$ cat src/rtl/tick_timer_pkg.sv
package tick_timer_pkg;
  localparam int unsigned ADDR_W = 8;
  localparam int unsigned DATA_W = 8;

  localparam logic [ADDR_W-1:0] ADDR_COUNT = 8'h01;
  localparam logic [ADDR_W-1:0] ADDR_OPT   = 8'h08;
  localparam logic [ADDR_W-1:0] ADDR_FLAG  = 8'h0B;

  localparam int unsigned OPT_SRC  = 5;  // 1: external pin
  localparam int unsigned OPT_EDGE = 4;  // 1: falling edge
  localparam int unsigned OPT_BYP  = 3;  // 1: prescaler bypassed
  localparam int unsigned RATIO_W  = 3;  // ratio field at [2:0]
endpackage

$ cat src/rtl/tmr_edge_sync.sv
module tmr_edge_sync #(
  parameter int unsigned STAGES = 2
) (
  input  logic clk_i,
  input  logic rst_ni,
  input  logic pin_i,
  input  logic fall_sel_i,
  output logic edge_o
);
  logic [STAGES:0] sh_q;  // [STAGES-1] synchronized, [STAGES] history
  logic cur, prev;

  always_ff @(posedge clk_i or negedge rst_ni) begin
    if (!rst_ni) sh_q <= '0;
    else         sh_q <= {sh_q[STAGES-1:0], pin_i};
  end

  assign cur    = sh_q[STAGES-1];
  assign prev   = sh_q[STAGES];
  assign edge_o = fall_sel_i ? (prev & ~cur) : (cur & ~prev);

  // a rising edge cannot repeat on the next clock
  p_single_rise_r4: assert property (@(posedge clk_i) disable iff (!rst_ni)
    (edge_o && !fall_sel_i) |=> !(edge_o && !fall_sel_i));
  p_single_fall_r5: assert property (@(posedge clk_i) disable iff (!rst_ni)
    (edge_o && fall_sel_i) |=> !(edge_o && fall_sel_i));
endmodule

$ cat src/rtl/tmr_prescaler.sv
module tmr_prescaler #(
  parameter int unsigned PS_W    = 8,
  parameter int unsigned RATIO_W = 3
) (
  input  logic               clk_i,
  input  logic               rst_ni,
  input  logic               tick_i,
  input  logic               use_i,
  input  logic [RATIO_W-1:0] ratio_i,
  input  logic               clear_i,
  output logic               inc_o
);
  logic [PS_W-1:0] cnt_q;
  logic [PS_W-1:0] mask;
  logic            hit;

  always_comb begin
    for (int i = 0; i < PS_W; i++) mask[i] = (i <= int'(ratio_i));
  end

  assign hit   = (cnt_q & mask) == mask;
  assign inc_o = use_i ? (tick_i & hit) : tick_i;

  always_ff @(posedge clk_i or negedge rst_ni) begin
    if (!rst_ni)                cnt_q <= '0;
    else if (use_i && clear_i)  cnt_q <= '0;
    else if (use_i && tick_i)   cnt_q <= hit ? '0 : cnt_q + 1'b1;
  end

  p_restart_r7: assert property (@(posedge clk_i) disable iff (!rst_ni)
    (use_i && clear_i) |=> (cnt_q == '0));
  p_wrap_r6: assert property (@(posedge clk_i) disable iff (!rst_ni)
    (use_i && inc_o) |=> (cnt_q == '0));
  p_frozen_r3: assert property (@(posedge clk_i) disable iff (!rst_ni)
    !use_i |=> $stable(cnt_q));
endmodule

$ cat src/rtl/tmr_core.sv
module tmr_core #(
  parameter int unsigned DATA_W = 8
) (
  input  logic              clk_i,
  input  logic              rst_ni,
  input  logic              inc_i,
  input  logic              wr_cnt_i,
  input  logic              wr_flag_i,
  input  logic [DATA_W-1:0] wdata_i,
  output logic [DATA_W-1:0] cnt_o,
  output logic              ovf_o
);
  logic [DATA_W-1:0] cnt_q;
  logic              ovf_q;
  logic              wrap;

  assign wrap = inc_i && !wr_cnt_i && (cnt_q == '1);

  always_ff @(posedge clk_i or negedge rst_ni) begin
    if (!rst_ni)       cnt_q <= '0;
    else if (wr_cnt_i) cnt_q <= wdata_i;  // write beats increment
    else if (inc_i)    cnt_q <= cnt_q + 1'b1;
  end

  always_ff @(posedge clk_i or negedge rst_ni) begin
    if (!rst_ni)        ovf_q <= 1'b0;
    else if (wrap)      ovf_q <= 1'b1;    // a wrap is never lost to a clear
    else if (wr_flag_i) ovf_q <= wdata_i[0];
  end

  assign cnt_o = cnt_q;
  assign ovf_o = ovf_q;

  p_write_wins_r9: assert property (@(posedge clk_i) disable iff (!rst_ni)
    wr_cnt_i |=> (cnt_q == $past(wdata_i)));
  p_step_r3: assert property (@(posedge clk_i) disable iff (!rst_ni)
    (!wr_cnt_i && inc_i) |=> (cnt_q == DATA_W'($past(cnt_q) + 1'b1)));
  p_hold_r3: assert property (@(posedge clk_i) disable iff (!rst_ni)
    (!wr_cnt_i && !inc_i) |=> $stable(cnt_q));
  p_flag_set_r8: assert property (@(posedge clk_i) disable iff (!rst_ni)
    (inc_i && !wr_cnt_i && cnt_q == '1) |=> ovf_q);
  p_flag_sticky_r8: assert property (@(posedge clk_i) disable iff (!rst_ni)
    (ovf_q && !wr_flag_i) |=> ovf_q);
endmodule

$ cat src/rtl/tick_timer.sv
module tick_timer
  import tick_timer_pkg::*;
#(
  parameter int unsigned SYNC_STAGES = 2,
  parameter int unsigned PS_W        = 8
) (
  input  logic              clk_i,
  input  logic              rst_ni,
  input  logic              cyc_tick_i,
  input  logic              ext_clk_i,
  input  logic              wr_en_i,
  input  logic [ADDR_W-1:0] addr_i,
  input  logic [DATA_W-1:0] wdata_i,
  output logic [DATA_W-1:0] rdata_o,
  output logic              ovf_o
);
  logic [DATA_W-1:0] opt_q;
  logic [DATA_W-1:0] cnt;
  logic              ovf;
  logic              pin_edge, src_tick, inc;
  logic              wr_cnt, wr_opt, wr_flag;

  assign wr_cnt  = wr_en_i && (addr_i == ADDR_COUNT);
  assign wr_opt  = wr_en_i && (addr_i == ADDR_OPT);
  assign wr_flag = wr_en_i && (addr_i == ADDR_FLAG);

  always_ff @(posedge clk_i or negedge rst_ni) begin
    if (!rst_ni)     opt_q <= '1;
    else if (wr_opt) opt_q <= wdata_i;
  end

  tmr_edge_sync #(.STAGES(SYNC_STAGES)) u_sync (
    .clk_i      (clk_i),
    .rst_ni     (rst_ni),
    .pin_i      (ext_clk_i),
    .fall_sel_i (opt_q[OPT_EDGE]),
    .edge_o     (pin_edge)
  );

  assign src_tick = opt_q[OPT_SRC] ? pin_edge : cyc_tick_i;

  tmr_prescaler #(.PS_W(PS_W), .RATIO_W(RATIO_W)) u_ps (
    .clk_i   (clk_i),
    .rst_ni  (rst_ni),
    .tick_i  (src_tick),
    .use_i   (!opt_q[OPT_BYP]),
    .ratio_i (opt_q[RATIO_W-1:0]),
    .clear_i (wr_cnt),
    .inc_o   (inc)
  );

  tmr_core #(.DATA_W(DATA_W)) u_core (
    .clk_i     (clk_i),
    .rst_ni    (rst_ni),
    .inc_i     (inc),
    .wr_cnt_i  (wr_cnt),
    .wr_flag_i (wr_flag),
    .wdata_i   (wdata_i),
    .cnt_o     (cnt),
    .ovf_o     (ovf)
  );

  always_comb begin
    unique case (addr_i)
      ADDR_COUNT: rdata_o = cnt;
      ADDR_OPT:   rdata_o = opt_q;
      ADDR_FLAG:  rdata_o = {{(DATA_W-1){1'b0}}, ovf};
      default:    rdata_o = '0;
    endcase
  end

  assign ovf_o = ovf;

  // with the pin selected, the instruction tick never moves the count
  p_pin_only_r4: assert property (@(posedge clk_i) disable iff (!rst_ni)
    (opt_q[OPT_SRC] && !pin_edge && !wr_cnt) |=> $stable(cnt));
endmodule

$ cat config.mk
export PLATFORM = sky130hd
export DESIGN_NAME = tick_timer
export DESIGN_NICKNAME = d
export VERILOG_FILES = /design/src/rtl/tick_timer_pkg.sv /design/src/rtl/tmr_edge_sync.sv /design/src/rtl/tmr_prescaler.sv /design/src/rtl/tmr_core.sv /design/src/rtl/tick_timer.sv
export SDC_FILE = /design/constraint.sdc
export NUM_CORES = 1
export LEC_CHECK = 0
export ABC_AREA = 1
export ABC_CLOCK_PERIOD_IN_PS = 1700
export BUFFER_PORTS_ARGS = -buffer_cell sky130_fd_sc_hd__buf_2
export CORE_ASPECT_RATIO = 1.25
export CORE_MARGIN = 2
export CORE_UTILIZATION = 54
export DETAILED_ROUTE_END_ITERATION = 7
export GPL_TIMING_DRIVEN = 0
export PLACE_DENSITY = 0.74
export SLEW_MARGIN = 20
export SYNTH_ARGS = -nofsm -noshare
export SYNTH_HDL_FRONTEND = slang
export SYNTH_SLANG_ARGS = --single-unit
$ cat constraint.sdc
create_clock -name clk_i -period 1.7 [get_ports clk_i]
set_input_delay 0.255 -clock clk_i [delete_from_list [all_inputs] [get_ports clk_i]]
set_output_delay 0.255 -clock clk_i [all_outputs]
set_load 0.005 [all_outputs]
==> results of run 1 <==
sequential cells by signal, indices dropped and copies added (netlist names):
signal / count
u_sync.sh_q: 3
u_core.cnt_o: 8
u_core.ovf_o: 1
u_ps.cnt_q: 8
opt_q: 8
logic make-up after synthesis:
kind of cell	Yosys count	share of synthesized area, %
and+or+nand+nor	127	34.46
buffers and inverters	42	9.884
AOI/OAI and AO/OA	35	12.05
DFF	28	38.46
xor gates and xnor gates	8	3.792
adders and majority gates	2	1.354
cells in the final DEF, fill, tap and decap left out, types with 4 or more instances in the layout:
cell type	count
nand2_1	64
nand4_1	5
o21ai_2	7
inv_2	4
nor3_1	4
clkbuf_8	4
nand3_1	30
o21ai_1	14
nor2_1	8
inv_1	33
buf_2	29
dfstp_2	8
dfrtp_1	20
o22ai_1	5
nand2_4	6
xor2_1	8
worst paths after layout:
path                                              to  depth (start not counted)
setup / recovery                          rdata_o[0]                          7
hold / removal             u_ps.cnt_q[2]$_DFFE_PN0P_                          1
setup reg to reg           u_ps.cnt_q[0]$_DFFE_PN0P_                          7
hold reg to reg             u_sync.sh_q[1]$_DFF_PN0_                          0
max in group asynchronous   u_sync.sh_q[0]$_DFF_PN0_                          1
min in group clk_i          u_sync.sh_q[0]$_DFF_PN0_                          1
cells in the mapped netlist (5+ instances only):
| master | count | area share (%) |
|---|---|---|
| dfstp_2 | 8 | 11 |
| inv_1 | 33 | 6.7 |
| o21ai_2 | 7 | 3.3 |
| o22ai_1 | 5 | 1.7 |
| nand3_1 | 30 | 8.1 |
| xor2_1 | 8 | 3.8 |
| nand4_1 | 5 | 1.7 |
| nor2_1 | 8 | 1.6 |
| o21ai_1 | 14 | 3.8 |
| dfrtp_1 | 20 | 27 |
| nand2_4 | 6 | 3.7 |
| nand2_1 | 64 | 13 |
layer usage:
metal | up-vias | GRT usage (%) | routed length, µm
met5 | - | 0 | 0
met4 | 0 | 9.259 | 113
met3 | 11 | 2.425 | 166
met2 | 40 | 39.74 | 2138
met1 | 770 | 25.89 | 1706
li1 | 857 | - | -
per-stage QoR:
step / total power, W / setup WS (ps)
4_1_cts: 0.001811 / 81.29
6_report: 0.001802 / 108.7
3_3_place_gp: 0.001372 / 83.43
3_5_place_dp: 0.001387 / 86.01
5_1_grt: 0.001905 / 3.734
2_1_floorplan: 0.001242 / 334.4
area by class of cell:
class	instances	share of cell area (%)
Buffer	4	1.836
Clock buffer	4	2.607
Sequential cell	28	33.65
Multi-Input combinational cell	172	45.20
Timing Repair Buffer	31	7.701
Inverter	38	6.813
Tap cell	37	2.192
where the power goes:
part | switching (W) | internal, W | leakage [nW] | total, W
clock network | 0.000215 | 0.000208 | 0.0288 | 0.000423
logic | 0.000293 | 0.000201 | 0.713 | 0.000494
registers | 0.000117 | 0.000768 | 0.343 | 0.000885
total | 0.000625 | 0.00118 | 1.08 | 0.00180
timing repair:
item / 4_1_cts / 5_1_grt
endpoints found under the setup margin: 0 / 4
buffers inserted: 0 / 3
resized for setup: 0 / 0
==> results.md, run 1 <==
* Slowest Stage Delay on Critical Path at approximately 260 ps
* Clock Skew at a little under 6 ps
* Register area at 710.7 µm²
* Fin. max-slew vios at 0
* Count of cell types in the netlist at 30
* Global-route wire length before repair at around 6900 µm
* Period utilization at 93.61%
* DRT Wirelength at just over 4000 µm
* Root Driver: clkbuf_8
* Worst-margin pin slew at a little over 600 ps
* Slowest-stage cell, CP: o221ai_1
* Pleak at around 1.1 nW
* Critical Path Start: addr_i[3]
* Clock-pin slew on the worst setup and hold paths at 90 ps
* Outcome: finished with violations
* Count of mapped cells out of synthesis at around 240
* H-tree depth at 1
* Post-synth EDFFs at 0
* Number of antenna violations at the first check in global routing at 0
* ANT nets after route at 0
* RSZ-0062 raised after global routing: no
* Final core utilization at roughly two thirds
* Req. time, crit path at ~1400 ps
* Dpl hpwl at about 3200 µm
* Placed insts at around 310
* GRT Util Overall at ~22%
* Vias per cell at between 5 and 6
* CP Data Arrival Time at between 1000 and 1500 ps
* Setup TNS at 0 ps
* Die height at 69.41 µm
* Syn avg cell area at approximately 7.6 µm²
* Clk buf depth at 2
* CTS tree: done
* Worst r2r src: opt_q[4]$_DFFE_PN1P_
* Later-pin clock latency in the skew report at approximately 280 ps
* Vias in the first global route at approximately 1600
* Layout area overhead at 14.29%
* Critical path endpoint category: output pin
* Delay-heaviest family, CP: buffers and inverters
* Area of the multi-input gates at about 950 µm²
* CTS Buf Count at 3
* Tmin final at approximately 1600 ps
* Largest net degree at the start of global routing at 29
* Die width at 56.33 µm
* Clock Sinks at 28
* CP Buf/Inv Count at 3
* Core footprint at about 0.0033 mm²
* Via count at approximately 1700
* Io pins at 30
* Port Buffers at 28
* Most frequent CP cell: buf_2
* Drt wl/cell at 13.14 µm
* # rows at 23
* Max Clk Rate at 628.4 MHz
* Most used flip-flop cell after synthesis: dfrtp_1
* Worst hold path class: in -> async
* Post-synthesis async set-or-reset flop share at between 90% and 100%
* Layout Nets at between 300 and 400
* Drc violations at 0
* Critical path type: in -> out
* R2R setup slack at approximately 140 ps
* N_diodes at 0
* Fin area at about 0.0021 mm²
* Share of layout cells above drive strength 1 at 27.44%
* Yosys warnings at 0
* Synth Net Count at 265
* Worst Path Max Fanout at 8
* Failing checks: negative hold slack
* Power Density at 853.3 mW/mm²
* Worst hold slack at -21.88 ps
* # setup viols final at 0
* Maxcap violations at 0
* Final hold vios at 20
* First-pass DRT Iterations at 4
* Total grt overflow at 0
* Worst vdd ir at ~0.00065 V
* Cell area after synthesis at approximately 0.0018 mm²
* Yosys reg bits at 28
* Starting Density at roughly 57%
* Startpoint types: input port
* Cell breakdown of the critical path: buf_2 > nor2_1 > nand3b_1 > nor2_4 > inv_1 > o221ai_1 > buf_2
* Die ar. at ~0.0039 mm²
* Register area share after synthesis at 38.46%
* Initial drt markers at 95
* Layout Cells excl Fill at around 310
* GPL Wtd Cong at 0.8984
* Area after DPL at 0.002034 mm²
* Post-CTS Hold Buffers at 0
* Slew Limit Headroom at 58.46%
* FILL cells at between 300 and 400
Power figures use the tool's default switching activity.
==> run 2: changes to the inputs <==
--- a/config.mk
+++ b/config.mk
@@ -8,12 +8,14 @@
 export ABC_AREA = 1
 export ABC_CLOCK_PERIOD_IN_PS = 1700
 export BUFFER_PORTS_ARGS = -buffer_cell sky130_fd_sc_hd__buf_2
+export CELL_PAD_IN_SITES_DETAIL_PLACEMENT = 1
+export CELL_PAD_IN_SITES_GLOBAL_PLACEMENT = 1
 export CORE_ASPECT_RATIO = 1.25
 export CORE_MARGIN = 2
-export CORE_UTILIZATION = 54
+export CORE_UTILIZATION = 41
 export DETAILED_ROUTE_END_ITERATION = 7
 export GPL_TIMING_DRIVEN = 0
-export PLACE_DENSITY = 0.74
+export PLACE_DENSITY = 0.76
 export SLEW_MARGIN = 20
 export SYNTH_ARGS = -nofsm -noshare
 export SYNTH_HDL_FRONTEND = slang
==> results.md, run 2 (same netlist as run 1, synthesis figures left out) <==
* Largest net degree at the start of global routing at 29 (unchanged)
* Worst vdd ir at 0.0004130 V (-37%)
* Layout Nets at 303 (+0.66%)
* CTS Buf Count at 3 (unchanged)
* Dpl hpwl at 3702 µm (+18%)
* Port Buffers at 28 (unchanged)
* N_diodes at 0 (unchanged)
* Clock Sinks at 28 (unchanged)
* Die ar. at 0.005064 mm² (+30%)
* ANT nets after route at 0 (unchanged)
* Slew Limit Headroom at 56.16% (-2.3 points)
* Initial drt markers at 42 (-56%)
* Maxcap violations at 0 (unchanged)
* FILL cells at 563 (+87%)
* Startpoint types: input port
* Tmin final at 1642 ps (+50.29 ps)
* Total grt overflow at 0 (unchanged)
* # rows at 27 (+17%)
* Critical path endpoint category: output pin
* Commonest non-fill, non-tap cell in the layout: nand2_1
* Setup TNS at 0 ps (unchanged)
* RSZ-0062 raised after global routing: yes
* Clock-pin slew on the worst setup and hold paths at 90 ps (about the same)
* Failing checks: negative hold slack
* Worst hold path class: in -> async
* Global-route wire length before repair at 8349 µm (+21%)
* CTS tree: done
* Outcome: finished with violations
* Cell breakdown of the critical path: buf_4 > nor2_4 > nand3b_1 > nor2_4 > clkinvlp_4 > o221ai_2 > buf_2
* Via count at 1711 (+2.0%)
* Worst Path Max Fanout at 8 (unchanged)
* Power Density at 809.0 mW/mm² (-5.2%)
* Final hold vios at 1 (-95%)
* # setup viols final at 0 (unchanged)
* DRT Wirelength at 4913 µm (+19%)
* Die width at 64.05 µm (+14%)
* Slowest-stage cell, CP: o221ai_2
* Fin. max-slew vios at 0 (unchanged)
* Worst-margin pin slew at 657.6 ps (+34.55 ps)
* Area of the multi-input gates at 0.001006 mm² (+5.4%)
* Vias in the first global route at 1780 (+14%)
* Drc violations at 0 (unchanged)
* Vias per cell at 5.092 (-4.7%)
* Worst hold slack at -0.7715 ps (+21.11 ps)
* Max Clk Rate at 609.2 MHz (-3.1%)
* Pleak at 1.090 nW (+0.53%)
* Die height at 79.06 µm (+14%)
* Starting Density at 42.41% (-14 points)
* Later-pin clock latency in the skew report at 280 ps (about the same)
* First-pass DRT Iterations at 4 (unchanged)
* Fin area at 0.002203 mm² (+4.3%)
* Critical path type: in -> out
* Number of antenna violations at the first check in global routing at 0 (unchanged)
* H-tree depth at 1 (unchanged)
* Period utilization at 96.56% (+3.0 points)
* Layout area overhead at 19.23%
* GPL Wtd Cong at 0.8327 (-7.3%)
* Root Driver: clkbuf_8
* PnR Total Power at 0.001783 W (-1.1%)
* Io pins at 30 (unchanged)
* GRT Util Overall at 20.90% (-1.1 points)
* Area after DPL at 0.002061 mm² (+1.3%)
* Register area at 710.7 µm² (unchanged)
* Clock Skew at 3.569 ps (-2.330 ps)
* Drt wl/cell at 14.62 µm (+11%)
* Req. time, crit path at 1440 ps (about the same)
* Clk buf depth at 2 (unchanged)
* Most frequent CP cell: nor2_4
* Most frequent cells in the layout: nand2_1, inv_1, nand3_1, buf_2, dfrtp_1
* Share of layout cells above drive strength 1 at 30.22% (+2.8 points)
* Slowest Stage Delay on Critical Path at 240 ps (-20 ps)
* CP Data Arrival Time at 1390 ps (+50 ps)
* Core footprint at 0.004358 mm² (+34%)
==> run 2: area by class of cell <==
class,count,share of cell area [%]
inverters,38,6.701
repair buffers,33,8.461
well taps,58,3.294
plain buffers,4,1.760
clock buffers,3,1.874
multi-input cells,172,45.66
flip-flops and latches,28,32.25
==> run 2: path summary, 6_finish.rpt <==
check	start	cells after the start	to	slack, ps
worst max-delay path	addr_i[3]	7	rdata_o[0]	60
worst min-delay path	rst_ni	1	u_ps.cnt_q[1]$_DFFE_PN0P_	-0.8
worst max register to register	opt_q[1]$_DFFE_PN1P_	11	u_core.cnt_o[0]$_DFFE_PN0P_	120
worst min register to register	u_sync.sh_q[0]$_DFF_PN0_	0	u_sync.sh_q[1]$_DFF_PN0_	360
max in group asynchronous	rst_ni	1	u_core.cnt_o[4]$_DFFE_PN0P_	1280
min in group clk_i	ext_clk_i	1	u_sync.sh_q[0]$_DFF_PN0_	80
==> run 2: routing by layer <==
metal / track usage [%] / wire [µm] / vias to the layer above / share of wire, %
li1: - / - / 859 / -
met1: 24.59 / 2098 / 822 / 43
met2: 38.85 / 2602 / 21 / 53
met3: 2.833 / 121 / 9 / 2.5
met4: 6.304 / 91 / 0 / 1.9
met5: 0 / 0 / - / 0
==> run 2: what timing repair did <==
item | CTS | global route
setup endpoints to repair | 0 | 21
endpoints found under the hold margin | 0 | 0
hold buffers | 0 | 0
resized for setup | 0 | 13
setup buffers | 0 | 5
==> run 2: power breakdown <==
part           switching [W]  internal (W)
Clock               0.000208      0.000159
Sequential          0.000118      0.000768
Combinational       0.000323      0.000205
==> run 2: per-stage QoR <==
step / util, % / cells / setup WS, ps
after floorplan: - / 242 / 334.4
after global placement: 47.29 / 328 / 31.64
after detailed placement: 47.29 / 328 / 4.238
after CTS: 48.23 / 331 / 7.651
after global routing: 50.56 / 336 / -17.80
final: 50.56 / 336 / 58.40
==> run 2: worst max-delay path: cells and delay by family <==
kind                   cells  cell delay (ps)
AND/OR/NAND/NOR            3              390
AO/OA/AOI/OAI              1              240
buffers and inverters      3              500
==> run 3: changes to the inputs <==
--- a/config.mk
+++ b/config.mk
@@ -8,6 +8,7 @@
 export ABC_AREA = 1
 export ABC_CLOCK_PERIOD_IN_PS = 1700
 export BUFFER_PORTS_ARGS = -buffer_cell sky130_fd_sc_hd__buf_2
+export CAP_MARGIN = 0
 export CELL_PAD_IN_SITES_DETAIL_PLACEMENT = 1
 export CELL_PAD_IN_SITES_GLOBAL_PLACEMENT = 1
 export CORE_ASPECT_RATIO = 1.25
@@ -15,6 +16,7 @@
 export CORE_UTILIZATION = 41
 export DETAILED_ROUTE_END_ITERATION = 7
 export GPL_TIMING_DRIVEN = 0
+export HOLD_SLACK_MARGIN = 0.1
 export PLACE_DENSITY = 0.76
 export SLEW_MARGIN = 20
 export SYNTH_ARGS = -nofsm -noshare
==> constraint.sdc (replaced) <==
create_clock -name clk_i -period 1.7 [get_ports clk_i]
set_input_delay 0.17 -clock clk_i [delete_from_list [all_inputs] [get_ports clk_i]]
set_output_delay 0.17 -clock clk_i [all_outputs]
set_load 0.005 [all_outputs]
==> results.md, run 3 (same netlist as run 1, synthesis figures left out) <==
* Outcome: completed
* Share of layout cells above drive strength 1 at 26.18% (-4.0 points)
* Largest net degree at the start of global routing at 29 (unchanged)
* Pleak at 1.064 nW (-2.4%)
* Root Driver: clkbuf_8
* Power Density at 828.1 mW/mm² (+2.4%)
* Die height at 79.06 µm (unchanged)
* Clk buf depth at 2 (unchanged)
* Worst Path Max Fanout at 9 (+1)
* Vias in the first global route at 1782 (+0.11%)
* First-pass DRT Iterations at 4 (unchanged)
* # setup viols final at 0 (unchanged)
* Initial drt markers at 46 (+9.5%)
* Hold EP: opt_q[6]$_DFFE_PN1P_
* Hold Crit Depth at 3
* Layout Cells excl Fill at 333 (-0.89%)
* Die width at 64.05 µm (unchanged)
* Sequential share of power at 50.1% (+0.4 points)
* Req. time, crit path at 1870 ps (+430 ps)
* Clk pwr share at 20.6% (about the same)
* Drt wl/cell at 14.53 µm (-0.64%)
* H-tree depth at 1 (unchanged)
* Fin. max-slew vios at 0 (unchanged)
* Switching pwr at 0.0006382 W (-1.8%)
* Die ar. at 0.005064 mm² (unchanged)
* Core footprint at 0.004358 mm² (unchanged)
* N_diodes at 0 (unchanged)
* Tmin final at 1577 ps (-64.76 ps)
* PnR Total Power at 0.001771 W (-0.66%)
* Placed insts at 328 (unchanged)
* Layout Nets at 300 (-0.99%)
* Max Clk Rate at 634.2 MHz (+4.1%)
* Setup TNS at 0 ps (unchanged)
* Via count at 1692 (-1.1%)
* R2R Path End: u_core.cnt_o[0]$_DFFE_PN0P_
* Later-pin clock latency in the skew report at 270 ps (about the same)
* Clock-pin slew on the worst setup and hold paths at 90 ps (about the same)
* Vias per cell at 5.081 (-0.22%)
* Clock Sinks at 28 (unchanged)
* GPL Wtd Cong at 0.8327 (unchanged)
* DRT Wirelength at 4838 µm (-1.5%)
* Slew Limit Headroom at 55.96% (-0.20 points)
* Worst hold slack at 121.1 ps (+121.9 ps)
* Worst hold path class: in -> reg
* Port Buffers at 28 (unchanged)
* Worst-margin pin slew at 660.6 ps (+2.984 ps)
* Cell Int Power at 0.001133 W (about the same)
* Setup slack after layout at 123.2 ps (+64.76 ps)
* CTS Buf Count at 3 (unchanged)
* Layout area overhead at 15.71%
* Commonest non-fill, non-tap cell in the layout: nand2_1
* Maxcap violations at 0 (unchanged)
* Most frequent cells in the layout: nand2_1, inv_1, nand3_1, buf_2, dfrtp_1
* Period utilization at 92.76% (-3.8 points)
* ANT nets after route at 0 (unchanged)
* R2R setup slack at 120 ps (about the same)
* Drc violations at 0 (unchanged)
* Starting Density at 42.41% (unchanged)
* GRT Util Overall at 20.96% (+0.060 points)
* CP Data Arrival Time at 1750 ps (+360 ps)
* # Post-CTS Setup Buffers at 0 (unchanged)
* Dpl hpwl at 3702 µm (unchanged)
* Worst r2r src: opt_q[1]$_DFFE_PN1P_
* Worst vdd ir at 0.0003826 V (-7.4%)
* Comb pwr share at 29.3% (-0.4 points)
* Sw Share at 36.04% (-0.40 points)
* Global-route wire length before repair at 8383 µm (+0.41%)
* Startpoint types: flop
* Clock Skew at 3.410 ps (-0.1592 ps)
* Final hold vios at 0 (-1)
* Critical path endpoint category: flop
* Min-delay src: wdata_i[6]
* Io pins at 30 (unchanged)
* Pre-CTS setup slack at 54.06 ps (+49.82 ps)
* # rows at 27 (unchanged)
* Critical path type: reg -> reg
* Number of antenna violations at the first check in global routing at 0 (unchanged)
* Reg2reg path depth at 11 (unchanged)
* CTS tree: done
* Total grt overflow at 0 (unchanged)
==> run 3: cell types whose count changed in the layout (fill, tap and decap cells not counted), moves of 2 or more <==
cell,change
o22ai_1,+3
dlygate4sd3_1,+2
buf_2,+2
o22ai_2,-3
buf_4,-6
==> run 3: metal layers <==
layer | track usage, % | routed length [µm] | up-vias
met5 | 0 | 0 | -
met4 | 6.304 | 95 | 0
met3 | 2.833 | 137 | 9
met2 | 38.85 | 2541 | 22
met1 | 24.77 | 2064 | 810
li1 | - | - | 851
==> run 3: worst max path at each step <==
stage | endpoint | startpoint | depth (start not counted)
after floorplan | u_core.cnt_o[3]$_DFFE_PN0P_ | opt_q[1]$_DFFE_PN1P_ | 11
after global placement | u_ps.cnt_q[7]$_DFFE_PN0P_ | opt_q[4]$_DFFE_PN1P_ | 7
after detailed placement | u_ps.cnt_q[4]$_DFFE_PN0P_ | opt_q[4]$_DFFE_PN1P_ | 7
after CTS | u_ps.cnt_q[4]$_DFFE_PN0P_ | opt_q[4]$_DFFE_PN1P_ | 7
after global routing | u_core.cnt_o[4]$_DFFE_PN0P_ | opt_q[1]$_DFFE_PN1P_ | 11
final | u_core.cnt_o[0]$_DFFE_PN0P_ | opt_q[1]$_DFFE_PN1P_ | 11
==> run 3: timing repair <==
action                     in CTS  in global routing
hold endpoints to repair       21                  0
gates resized for setup         0                  2
setup endpoints to repair       0                 14
hold buffers                    2                  0
==> run 3: metrics by stage <==
| step | instance area, µm² | utilization, % |
|---|---|---|
| detailed placement | 2061 | 47.29 |
| CTS | 2122 | 48.69 |
| finish | 2138 | 49.07 |
| floorplan | 1848 | - |
| global route | 2138 | 49.07 |
| global placement | 2061 | 47.29 |
==> run 3: cell type report <==
cell class / instances / area, µm²
Fill cell: 573 / 2220
Multi-Input combinational cell: 172 / 970.9
Sequential cell: 28 / 710.7
Timing Repair Buffer: 30 / 160.2
Inverter: 38 / 143.9
Tap cell: 58 / 72.57
Clock buffer: 3 / 41.29
Buffer: 4 / 38.79
==> run 3: power groups by stage <==
stage	Sequential, W	Clock [W]	Combinational, W
final	0.000887	0.000364	0.000519
after global routing	0.000902	0.000400	0.000608
after CTS	0.000886	0.000381	0.000516
after detailed placement	0.000896	0	0.000501
after global placement	0.000893	0	0.000490
after floorplan	0.000862	0	0.000380
==> run 3: worst max-delay path: stages, from the launching register on <==
cell and delay, ps:
dfstp_2 600, inv_1 70, nand2_1 50, nand3_1 60
nand2_1 110, nor2_4 50, nand2_4 100, nand2_4 80
nand2_8 100, nand2_4 100, nand2_1 90, nand2_1 50
